### src/rtl/dma_word_pkg.sv
package dma_word_pkg;
  localparam logic [1:0] SEL_ADDR  = 2'd0;
  localparam logic [1:0] SEL_COUNT = 2'd1;
  localparam logic [1:0] SEL_CTRL  = 2'd2;

  // control/status bit positions
  localparam int BIT_ERR   = 0;
  localparam int BIT_IEN   = 1;
  localparam int BIT_START = 2;
  localparam int BIT_DIR   = 3;

  typedef struct packed {
    logic loadAddr;
    logic loadCount;
    logic advance;
  } dpStrobe_t;
endpackage

### src/rtl/dma_word_dp.sv
module dma_word_dp
  import dma_word_pkg::*;
#(
  parameter int ADDR_W = 32,
  parameter int DATA_W = 32,
  parameter int CNT_W  = 21
) (
  input  logic              clk,
  input  logic              rstN,
  input  dpStrobe_t         strobe,
  input  logic [DATA_W-1:0] regWdata,
  output logic [ADDR_W-1:0] addrQ,
  output logic [CNT_W-1:0]  countQ,
  output logic              countZero,
  output logic              lastWord
);
  localparam int WORD_BYTES = DATA_W / 8;
  localparam int ALIGN_W    = $clog2(WORD_BYTES);

  always_ff @(posedge clk or negedge rstN) begin
    if (!rstN) begin
      addrQ  <= '0;
      countQ <= '0;
    end else begin
      if (strobe.loadAddr)
        addrQ <= {regWdata[ADDR_W-1:ALIGN_W], {ALIGN_W{1'b0}}};
      else if (strobe.advance)
        addrQ <= addrQ + ADDR_W'(WORD_BYTES);

      if (strobe.loadCount)
        countQ <= regWdata[CNT_W-1:0];
      else if (strobe.advance)
        countQ <= countQ - CNT_W'(1);
    end
  end

  assign countZero = (countQ == '0);
  assign lastWord  = (countQ == CNT_W'(1));
endmodule

### src/rtl/dma_word_ctrl.sv
module dma_word_ctrl
  import dma_word_pkg::*;
#(
  parameter int DATA_W = 32
) (
  input  logic              clk,
  input  logic              rstN,
  input  logic              regWe,
  input  logic [1:0]        regSel,
  input  logic [DATA_W-1:0] regWdata,
  input  logic              countZero,
  input  logic              lastWord,
  input  logic              fifoValid,
  input  logic              memReqReady,
  input  logic              memRespErr,
  output dpStrobe_t         strobe,
  output logic              busy,
  output logic              dir,
  output logic              intEn,
  output logic              errFlag,
  output logic              irq,
  output logic              donePulse,
  output logic              memReqValid,
  output logic              accept
);
  logic ctrlWr;
  logic launch;
  logic goodAcc;
  logic badAcc;

  assign ctrlWr      = regWe && (regSel == SEL_CTRL);
  assign launch      = ctrlWr && !busy && regWdata[BIT_START];
  assign memReqValid = busy && (dir ? fifoValid : 1'b1);
  assign accept      = memReqValid && memReqReady;
  assign goodAcc     = accept && !memRespErr;
  assign badAcc      = accept && memRespErr;

  always_comb begin
    strobe           = '0;
    strobe.loadAddr  = regWe && (regSel == SEL_ADDR)  && !busy;
    strobe.loadCount = regWe && (regSel == SEL_COUNT) && !busy;
    strobe.advance   = goodAcc;
  end

  always_ff @(posedge clk or negedge rstN) begin
    if (!rstN) begin
      busy      <= 1'b0;
      dir       <= 1'b0;
      intEn     <= 1'b0;
      errFlag   <= 1'b0;
      irq       <= 1'b0;
      donePulse <= 1'b0;
    end else begin
      donePulse <= 1'b0;
      if (ctrlWr) irq <= 1'b0;
      if (ctrlWr && !busy) begin
        intEn <= regWdata[BIT_IEN];
        dir   <= regWdata[BIT_DIR];
        if (regWdata[BIT_ERR]) errFlag <= 1'b0;
      end
      if (launch) begin
        if (countZero) begin
          donePulse <= 1'b1;
          irq       <= regWdata[BIT_IEN];
        end else begin
          busy <= 1'b1;
        end
      end
      if (badAcc) begin
        busy    <= 1'b0;
        errFlag <= 1'b1;
        irq     <= 1'b1;
      end else if (goodAcc && lastWord) begin
        busy      <= 1'b0;
        donePulse <= 1'b1;
        if (intEn) irq <= 1'b1;
      end
    end
  end
endmodule

### src/rtl/dma_word_channel.sv
module dma_word_channel
  import dma_word_pkg::*;
#(
  parameter int ADDR_W = 32,
  parameter int DATA_W = 32,
  parameter int CNT_W  = 21
) (
  input  logic              clk,
  input  logic              rstN,
  input  logic              regWe,
  input  logic [1:0]        regSel,
  input  logic [DATA_W-1:0] regWdata,
  output logic [DATA_W-1:0] regRdata,
  input  logic              fifoValid,
  input  logic [DATA_W-1:0] fifoData,
  output logic              fifoPop,
  output logic              devOutValid,
  output logic [DATA_W-1:0] devOutData,
  output logic              memReqValid,
  output logic              memReqWrite,
  output logic [ADDR_W-1:0] memReqAddr,
  output logic [DATA_W-1:0] memReqData,
  input  logic              memReqReady,
  input  logic              memRespErr,
  input  logic [DATA_W-1:0] memRdata,
  output logic              irq,
  output logic              donePulse
);
  dpStrobe_t         strobe;
  logic              busy, dir, intEn, errFlag, accept;
  logic              countZero, lastWord;
  logic [ADDR_W-1:0] addrQ;
  logic [CNT_W-1:0]  countQ;

  dma_word_ctrl #(.DATA_W(DATA_W)) ctrlU (
    .clk(clk), .rstN(rstN), .regWe(regWe), .regSel(regSel),
    .regWdata(regWdata), .countZero(countZero), .lastWord(lastWord),
    .fifoValid(fifoValid), .memReqReady(memReqReady),
    .memRespErr(memRespErr), .strobe(strobe), .busy(busy), .dir(dir),
    .intEn(intEn), .errFlag(errFlag), .irq(irq), .donePulse(donePulse),
    .memReqValid(memReqValid), .accept(accept)
  );

  dma_word_dp #(.ADDR_W(ADDR_W), .DATA_W(DATA_W), .CNT_W(CNT_W)) dpU (
    .clk(clk), .rstN(rstN), .strobe(strobe), .regWdata(regWdata),
    .addrQ(addrQ), .countQ(countQ), .countZero(countZero),
    .lastWord(lastWord)
  );

  assign memReqWrite = dir;
  assign memReqAddr  = addrQ;
  assign memReqData  = fifoData;
  assign fifoPop     = accept && dir && !memRespErr;
  assign devOutValid = accept && !dir && !memRespErr;
  assign devOutData  = memRdata;

  always_comb begin
    regRdata = '0;
    case (regSel)
      SEL_ADDR:  regRdata = DATA_W'(addrQ);
      SEL_COUNT: regRdata = DATA_W'(countQ);
      SEL_CTRL: begin
        regRdata[BIT_ERR]   = errFlag;
        regRdata[BIT_IEN]   = intEn;
        regRdata[BIT_START] = busy;
        regRdata[BIT_DIR]   = dir;
      end
      default: regRdata = '0;
    endcase
  end
endmodule

### config.mk
export PLATFORM = sky130hd
export DESIGN_NAME = dma_word_channel
export DESIGN_NICKNAME = d
export VERILOG_FILES = /design/src/rtl/dma_word_pkg.sv /design/src/rtl/dma_word_dp.sv /design/src/rtl/dma_word_ctrl.sv /design/src/rtl/dma_word_channel.sv
export SDC_FILE = /design/constraint.sdc
export NUM_CORES = 1
export LEC_CHECK = 0
export ABC_AREA = 1
export BUFFER_PORTS_ARGS = -buffer_cell sky130_fd_sc_hd__buf_2
export CAP_MARGIN = 20
export CORE_ASPECT_RATIO = 1.75
export CORE_MARGIN = 4
export CORE_UTILIZATION = 47
export CTS_CLUSTER_DIAMETER = 200
export DETAILED_ROUTE_END_ITERATION = 10
export HOLD_SLACK_MARGIN = 0.02
export PLACE_DENSITY = 0.81
export REMOVE_ABC_BUFFERS = 1
export SYNTH_ARGS = -nofsm -noshare
export SYNTH_HDL_FRONTEND = slang
export SYNTH_SLANG_ARGS = --single-unit
### constraint.sdc
create_clock -name clk -period 1.6 [get_ports clk]
set_input_delay 0.08 -clock clk [delete_from_list [all_inputs] [get_ports clk]]
set_output_delay 0.08 -clock clk [all_outputs]
set_load 0.01 [all_outputs]
# ---- Word level (Yosys, flattened, before mapping)
# Cells that the tools add are included.
dict set report totals {
  n_memories 0
  inputBits 104
  wordCells 66
  mem_bits_ro 0
  out_inout_bits 134
  mem_bits_rw 0
  register_bits 59
  latch_bits 0
}
dict set report classes {
  n_div 0
  n_mul 0
  n_mux 24
  n_reduce_logical 28
  n_lt_le_gt_ge 0
  n_bitwise 0
  addsub 2
  shifts 0
  eq_ne 4
}
# op n
set ops {}
lappend ops {{$mux W32} 2}
lappend ops {{$pmux W28 S2} 1}
lappend ops {{$mux W21} 2}
lappend ops {{$add A32 B3 Y32 const B} 1}
lappend ops {{$eq A21 B1 Y1 const B} 1}
lappend ops {{$logic_not A21 Y1} 1}
lappend ops {{$sub A21 B1 Y21 const B} 1}
lappend ops {{$mux W1} 18}
lappend ops {{$logic_and A1 B1 Y1} 16}
lappend ops {{$pmux W4 S3} 1}
lappend ops {{$reduce_bool A2 Y1} 4}
lappend ops {{$reduce_and A2 Y1} 2}
lappend ops {{$logic_not A1 Y1} 3}
lappend ops {{$ne A3 B1 Y1 const B} 1}
lappend ops {{$reduce_bool A3 Y1} 1}
lappend ops {{$eq A2 B1 Y1 const B} 1}
lappend ops {{$eq A2 B2 Y1 const B} 1}
lappend ops {{$logic_not A2 Y1} 1}

# ---- Logic depth before layout (Yosys ltp)
dict set report depth {
  word_depth 8
  mapped_depth 10
  depth_no_buf 10
}

# ---- Hierarchy
# From an unflattened synthesis, not the netlist that was laid out.
dict set report unflattened {
  hier_cells 728
  area_unflattened_um2 4865.9
}
# mod instances seq_area_each_um2 cells_per_inst area_each_um2
set by_module_without_submodules {}
lappend by_module_without_submodules {dma_word_dp 1 1276.2 510 3500.9}
lappend by_module_without_submodules {dma_word_channel 1 0.0 167 993.5}
lappend by_module_without_submodules {dma_word_ctrl 1 150.1 51 371.6}

# ---- Worst setup path before layout
# Ideal clock, no wire load.
dict set report synth_path {
  path_type {flip-flop to flip-flop}
  startpoint {reg dpU.addrQ[2]}
  endpoint {reg dpU.addrQ[22]}
  arrival_time_ns 1.363
  synth_period_minus_slack_ns 1.482
  path_buffers 0
  slack_ns 0.118
  required_ns 1.481
  setup_time_ns 0.119
  stages_incl_launch_ff 9
  cell_sequence {dfrtp_1 -> ha_1 -> inv_1 -> nor2_2 -> nand3_4 -> nor2_4 -> nand2_1 -> o21ai_1 -> nand2_1}
}
dict set report synth_between {
  elab_chain_len 3
}
# element line
set synth_rtl {}
lappend synth_rtl {{start, declared} dma_word_dp.sv:12} ;# output logic [ADDR_W-1:0] addrQ,
lappend synth_rtl {{start signal, assigned} dma_word_dp.sv:26} ;# addrQ <= {regWdata[ADDR_W-1:ALIGN_W], {ALIGN_W{1'b0}}};
lappend synth_rtl {{start signal, assigned} dma_word_dp.sv:28} ;# addrQ <= addrQ + ADDR_W'(WORD_BYTES);
lappend synth_rtl {{$add A32 B3 Y32} dma_word_dp.sv:28}
lappend synth_rtl {{$mux W32} dma_word_dp.sv:27} ;# else if (strobe.advance)
lappend synth_rtl {{$mux W32} dma_word_dp.sv:25} ;# if (strobe.loadAddr)
# Every way passes these cells. The select of a mux whose other input is x is not followed.
# A chain may end at the register's enable or synchronous reset.

# ---- Worst setup path in the final report
dict set report layout_path {
  startpoint {reg ctrlU.busy}
  endpoint {reg dpU.countQ[3]}
}
dict set report layout_between {
  elab_chain_len 4
  word_cells_on_any_way 7
  classes_between {1 x mux; 6 x reduce/logical}
}
# element line
set layout_rtl {}
lappend layout_rtl {{start, declared} dma_word_ctrl.sv:17} ;# output logic busy,
lappend layout_rtl {{start signal, assigned} dma_word_ctrl.sv:47} ;# busy <= 1'b0;
lappend layout_rtl {{start signal, assigned} dma_word_ctrl.sv:66} ;# busy <= 1'b1;
lappend layout_rtl {{start signal, assigned} dma_word_ctrl.sv:70} ;# busy <= 1'b0;
lappend layout_rtl {{$logic_and A1 B1 Y1} dma_word_ctrl.sv:33} ;# assign memReqValid = busy && (dir ? fifoValid : 1'b1);
lappend layout_rtl {{$logic_and A1 B1 Y1} dma_word_ctrl.sv:34} ;# assign accept = memReqValid && memReqReady;
lappend layout_rtl {{$logic_and A1 B1 Y1} dma_word_ctrl.sv:35} ;# assign goodAcc = accept && !memRespErr;
lappend layout_rtl {{$reduce_bool A2 Y1 (no source line)} --}
lappend layout_rtl {{end signal, assigned} dma_word_dp.sv:31} ;# countQ <= regWdata[CNT_W-1:0];
lappend layout_rtl {{end signal, assigned} dma_word_dp.sv:33} ;# countQ <= countQ - CNT_W'(1);
lappend layout_rtl {{end, declared} dma_word_dp.sv:13} ;# output logic [CNT_W-1:0] countQ,
# Several ways; a longest one is shown, not always the timed one.

==> impl_metrics.csv <==
group,metric,value,unit
run,maximum_capacitance_violations,0,
logic_synthesis,post_synth_fa_ha_maj_area_fraction,1.03,%
logic_synthesis,post-synth-top-count-cell,"sky130_fd_sc_hd__nand2_1",
route,detailroute.via_count,5280,
route,met2_length,9800,um
cts,cts_buffers,9,
logic_synthesis,netlist-cell-type-count,35,
floorplanning,chipHeight,142,um
critical_path,worstSetupPathType,"reg -> reg",
critical_path,critical_path.endpoint_type,"flop",
logic_synthesis,ys_dominant_reg_cell,"sky130_fd_sc_hd__dfrtp_1",
global_route,number_of_global_route_vias_before_repair,4884,
place,detailedPlacementHpwl,17400,um
cts,clock-root-buffer,"sky130_fd_sc_hd__clkbuf_16",
logic_synthesis,synthArstFlopShare,100,%
place,pre_cts_slack,0.0658,ns
floorplanning,fp-row-count,48,
place,gp_routability_congestion,1.01,
logic_synthesis,synth.avg_cell_area,6.42,sq um
route,highest_signal_layer_in_the_routed_design,"met5",
route,wl_met3,3220,um
cts,clk_pin_slew,0.05,ns
logic_synthesis,postSynthRegisterBits,57,
layout,finish.cell_count_without_fillers,965,
logic_synthesis,yosys.area.top_type_share,29.5,%
cts,tritoncts,"done",
logic_synthesis,synth_compound_area_share,9.85,%
global_route,groute.usage.overall,34.5,%
critical_path,cp_max_fo,9,
worst_hold_path,hold_path.class,"in -> reg",
route,dr_iter_0_viols,350,
floorplanning,core-area,9970,sq um
global_route,grt_max_degree,58,
logic_synthesis,yosysWarnings,0,
route,remaining_drcs,0,
logic_synthesis,synth.top_cells.by_count,"sky130_fd_sc_hd__nand2_1, sky130_fd_sc_hd__nor2_1, sky130_fd_sc_hd__inv_1, sky130_fd_sc_hd__buf_4, sky130_fd_sc_hd__dfrtp_1",
logic_synthesis,syn-cell-area,4840,sq um
logic_synthesis,post_synth_mux_area_share,0,%
sta,hold_viol_final,0,
layout,layout-drive-gt1-share,24.4,%
cts,cts-root-to-sink-buffers,2,
global_route,grt_pass1_wl,30400,um
route,drt.antenna.violating_nets,0,
sta,setup_viol,0,
place,io_buffer_count,107,
outcome,status,"complete, no violations",
place,place.detailed.instances,935,
sta,fmaxAchievable,654,MHz
power_and_ir_drop,p_total,0.00956,W
route,drtPass1Iterations,5,
critical_path,worstPathArrival,1.75,ns
logic_synthesis,post_synth_xor_area_fraction,3.26,%
cts,clock_tree.htree_level_count,3,
sta,worst_slack,0.0710,ns
sta,layout_min_cycle_time,1.53,ns
global_route,initial_antenna_violation_count,0,
logic_synthesis,post_synth_main_area_contributors,"sky130_fd_sc_hd__dfrtp_1, sky130_fd_sc_hd__nand2_1, sky130_fd_sc_hd__buf_4",
floorplanning,num_io_pins,238,
power_and_ir_drop,power_leakage,2.85,nW
power_and_ir_drop,power.ir.vdd_worst,872,uV
layout,antennaDiodeCount,0,
logic_synthesis,sequential_cell_area_fraction_in_the_yosys_report,29.5,%
floorplanning,fp.dieArea,12100,sq um
route,wl_per_cell,21.8,um
cts,clock-sinks,57,
sta,final.period_utilization,95.6,%
sta,setup_skew,0.0110,ns
logic_synthesis,yosys.area.top_type,"sky130_fd_sc_hd__dfrtp_1",
layout,final_nets,945,
sta,hold-worst-slack,0.0348,ns
critical_path,worst_setup_start_kind,"flop",
logic_synthesis,synth_simple_gate_area_share,37.8,%
route,drt-total-wl,21100,um
sta,slew_viol_final,0,
route,detail_route.vias_per_cell,5.47,
global_route,globalRoute.totalOverflow,0,
floorplanning,die_x,84.7,um
layout,area.growth.synth_to_final,18.2,%
logic_synthesis,syn_inst,754,
logic_synthesis,synth_edf_count,0,
cts,worstSkewPairLatency,0.34,ns
critical_path,critPathRequiredTime,1.82,ns
power_and_ir_drop,power.density,1670,nW/um^2
floorplanning,floorplan.initialDensity,48.6,%
route,wl_met1,6730,um
logic_synthesis,largest_family_of_logic_cells_by_synthesized_area,"simple AND/OR/NAND/NOR gates",
placed cells by master (no fill, tap or decap), types with 2 or more instances in the layout:
cell	count
sky130_fd_sc_hd__ha_1	4
sky130_fd_sc_hd__inv_4	2
sky130_fd_sc_hd__a21oi_1	11
sky130_fd_sc_hd__xnor2_1	2
sky130_fd_sc_hd__buf_4	28
sky130_fd_sc_hd__nand3_1	55
sky130_fd_sc_hd__o21ai_0	28
sky130_fd_sc_hd__nor2_1	88
sky130_fd_sc_hd__buf_2	107
sky130_fd_sc_hd__dfrtp_1	56
sky130_fd_sc_hd__o21ai_1	3
sky130_fd_sc_hd__nor2_4	7
sky130_fd_sc_hd__clkbuf_16	9
sky130_fd_sc_hd__inv_2	8
sky130_fd_sc_hd__nand2_1	235
sky130_fd_sc_hd__nor2_2	22
sky130_fd_sc_hd__o211ai_1	9
sky130_fd_sc_hd__o22ai_1	14
sky130_fd_sc_hd__o221ai_1	5
sky130_fd_sc_hd__nor3_2	2
sky130_fd_sc_hd__nand2_2	7
sky130_fd_sc_hd__inv_1	72
sky130_fd_sc_hd__clkinv_2	3
sky130_fd_sc_hd__buf_12	3
sky130_fd_sc_hd__nand4_1	3
sky130_fd_sc_hd__dlygate4sd3_1	16
sky130_fd_sc_hd__nor3_1	4
sky130_fd_sc_hd__conb_1	2
sky130_fd_sc_hd__o21bai_1	7
sky130_fd_sc_hd__xor2_1	16
state kept, by name (all words and copies together), names as in the netlist:
signal,flops
ctrlU.busy,1
ctrlU.dir,1
dpU.countQ,21
ctrlU.errFlag,1
ctrlU.donePulse,1
ctrlU.intEn,1
dpU.addrQ,30
ctrlU.irq,1
metal layers:
metal,global-route usage (%),vias to the layer above
met5,4.96,-
met4,18.3,4
met3,20.4,59
met2,56.5,360
met1,33.8,2384
li1,-,2473
cell families after synthesis:
family | count (synthesis)
fa+ha+maj | 4
compound gates | 79
xor+xnor | 18
buf+inv | 166
other cells | 1
flops | 57
simple gates | 429
layout make-up:
class / count / area [sq um]
clock inverter: 4 / 45.0
timing repair buffer: 154 / 966
tap: 125 / 156
multi-input combinational: 532 / 2570
clock buffer: 10 / 239
sequential: 57 / 1430
inverter: 83 / 317
fill: 1025 / 4250
worst paths after layout:
kind	start	endpoint	slack [ns]	cells past startpoint
hold / removal	regWdata[3]	ctrlU.dir$_DFFE_PN0N_	0.03	3
min in group asynchronous	rstN	dpU.addrQ[23]$_DFFE_PN0P_	0.28	3
setup reg to reg	ctrlU.busy$_DFFE_PN0P_	dpU.countQ[3]$_DFFE_PN0P_	0.07	5
max in group asynchronous	rstN	dpU.addrQ[4]$_DFFE_PN0P_	1.02	3
setup / recovery	ctrlU.busy$_DFFE_PN0P_	dpU.countQ[3]$_DFFE_PN0P_	0.07	5
hold reg to reg	ctrlU.errFlag$_DFFE_PN0P_	ctrlU.errFlag$_DFFE_PN0P_	0.48	2
through the flow:
stage	utilization, %	setup TNS [ns]	cell area (sq um)
after global placement	52.4	0	5220
final	57.4	0	5720
after floorplan	-	0	4260
after detailed placement	52.4	0	5220
after global routing	57.4	-0.00621	5720
after CTS	56.8	0	5660
worst max-delay path, cell delays in order (launching register included):
cell	delay, ns
sky130_fd_sc_hd__dfrtp_1	0.46
sky130_fd_sc_hd__nand4_4	0.28
sky130_fd_sc_hd__buf_4	0.29
sky130_fd_sc_hd__nor2_1	0.12
sky130_fd_sc_hd__xor2_1	0.17
sky130_fd_sc_hd__a21oi_1	0.08
power by group:
part | leakage, nW | switching, W | internal [W]
Sequential | 0.710 | 0.000765 | 0.00211
Combinational | 1.99 | 0.00295 | 0.00181
Clock | 0.144 | 0.000703 | 0.00122
Total | 2.85 | 0.00442 | 0.00514
repair_timing:
item,CTS,global route
endpoints found under the hold margin,74,0
setup buffers,0,0
setup endpoints to repair,0,28
hold buffers,16,0
resized for setup,0,22
(Power assumes the default switching activity.)
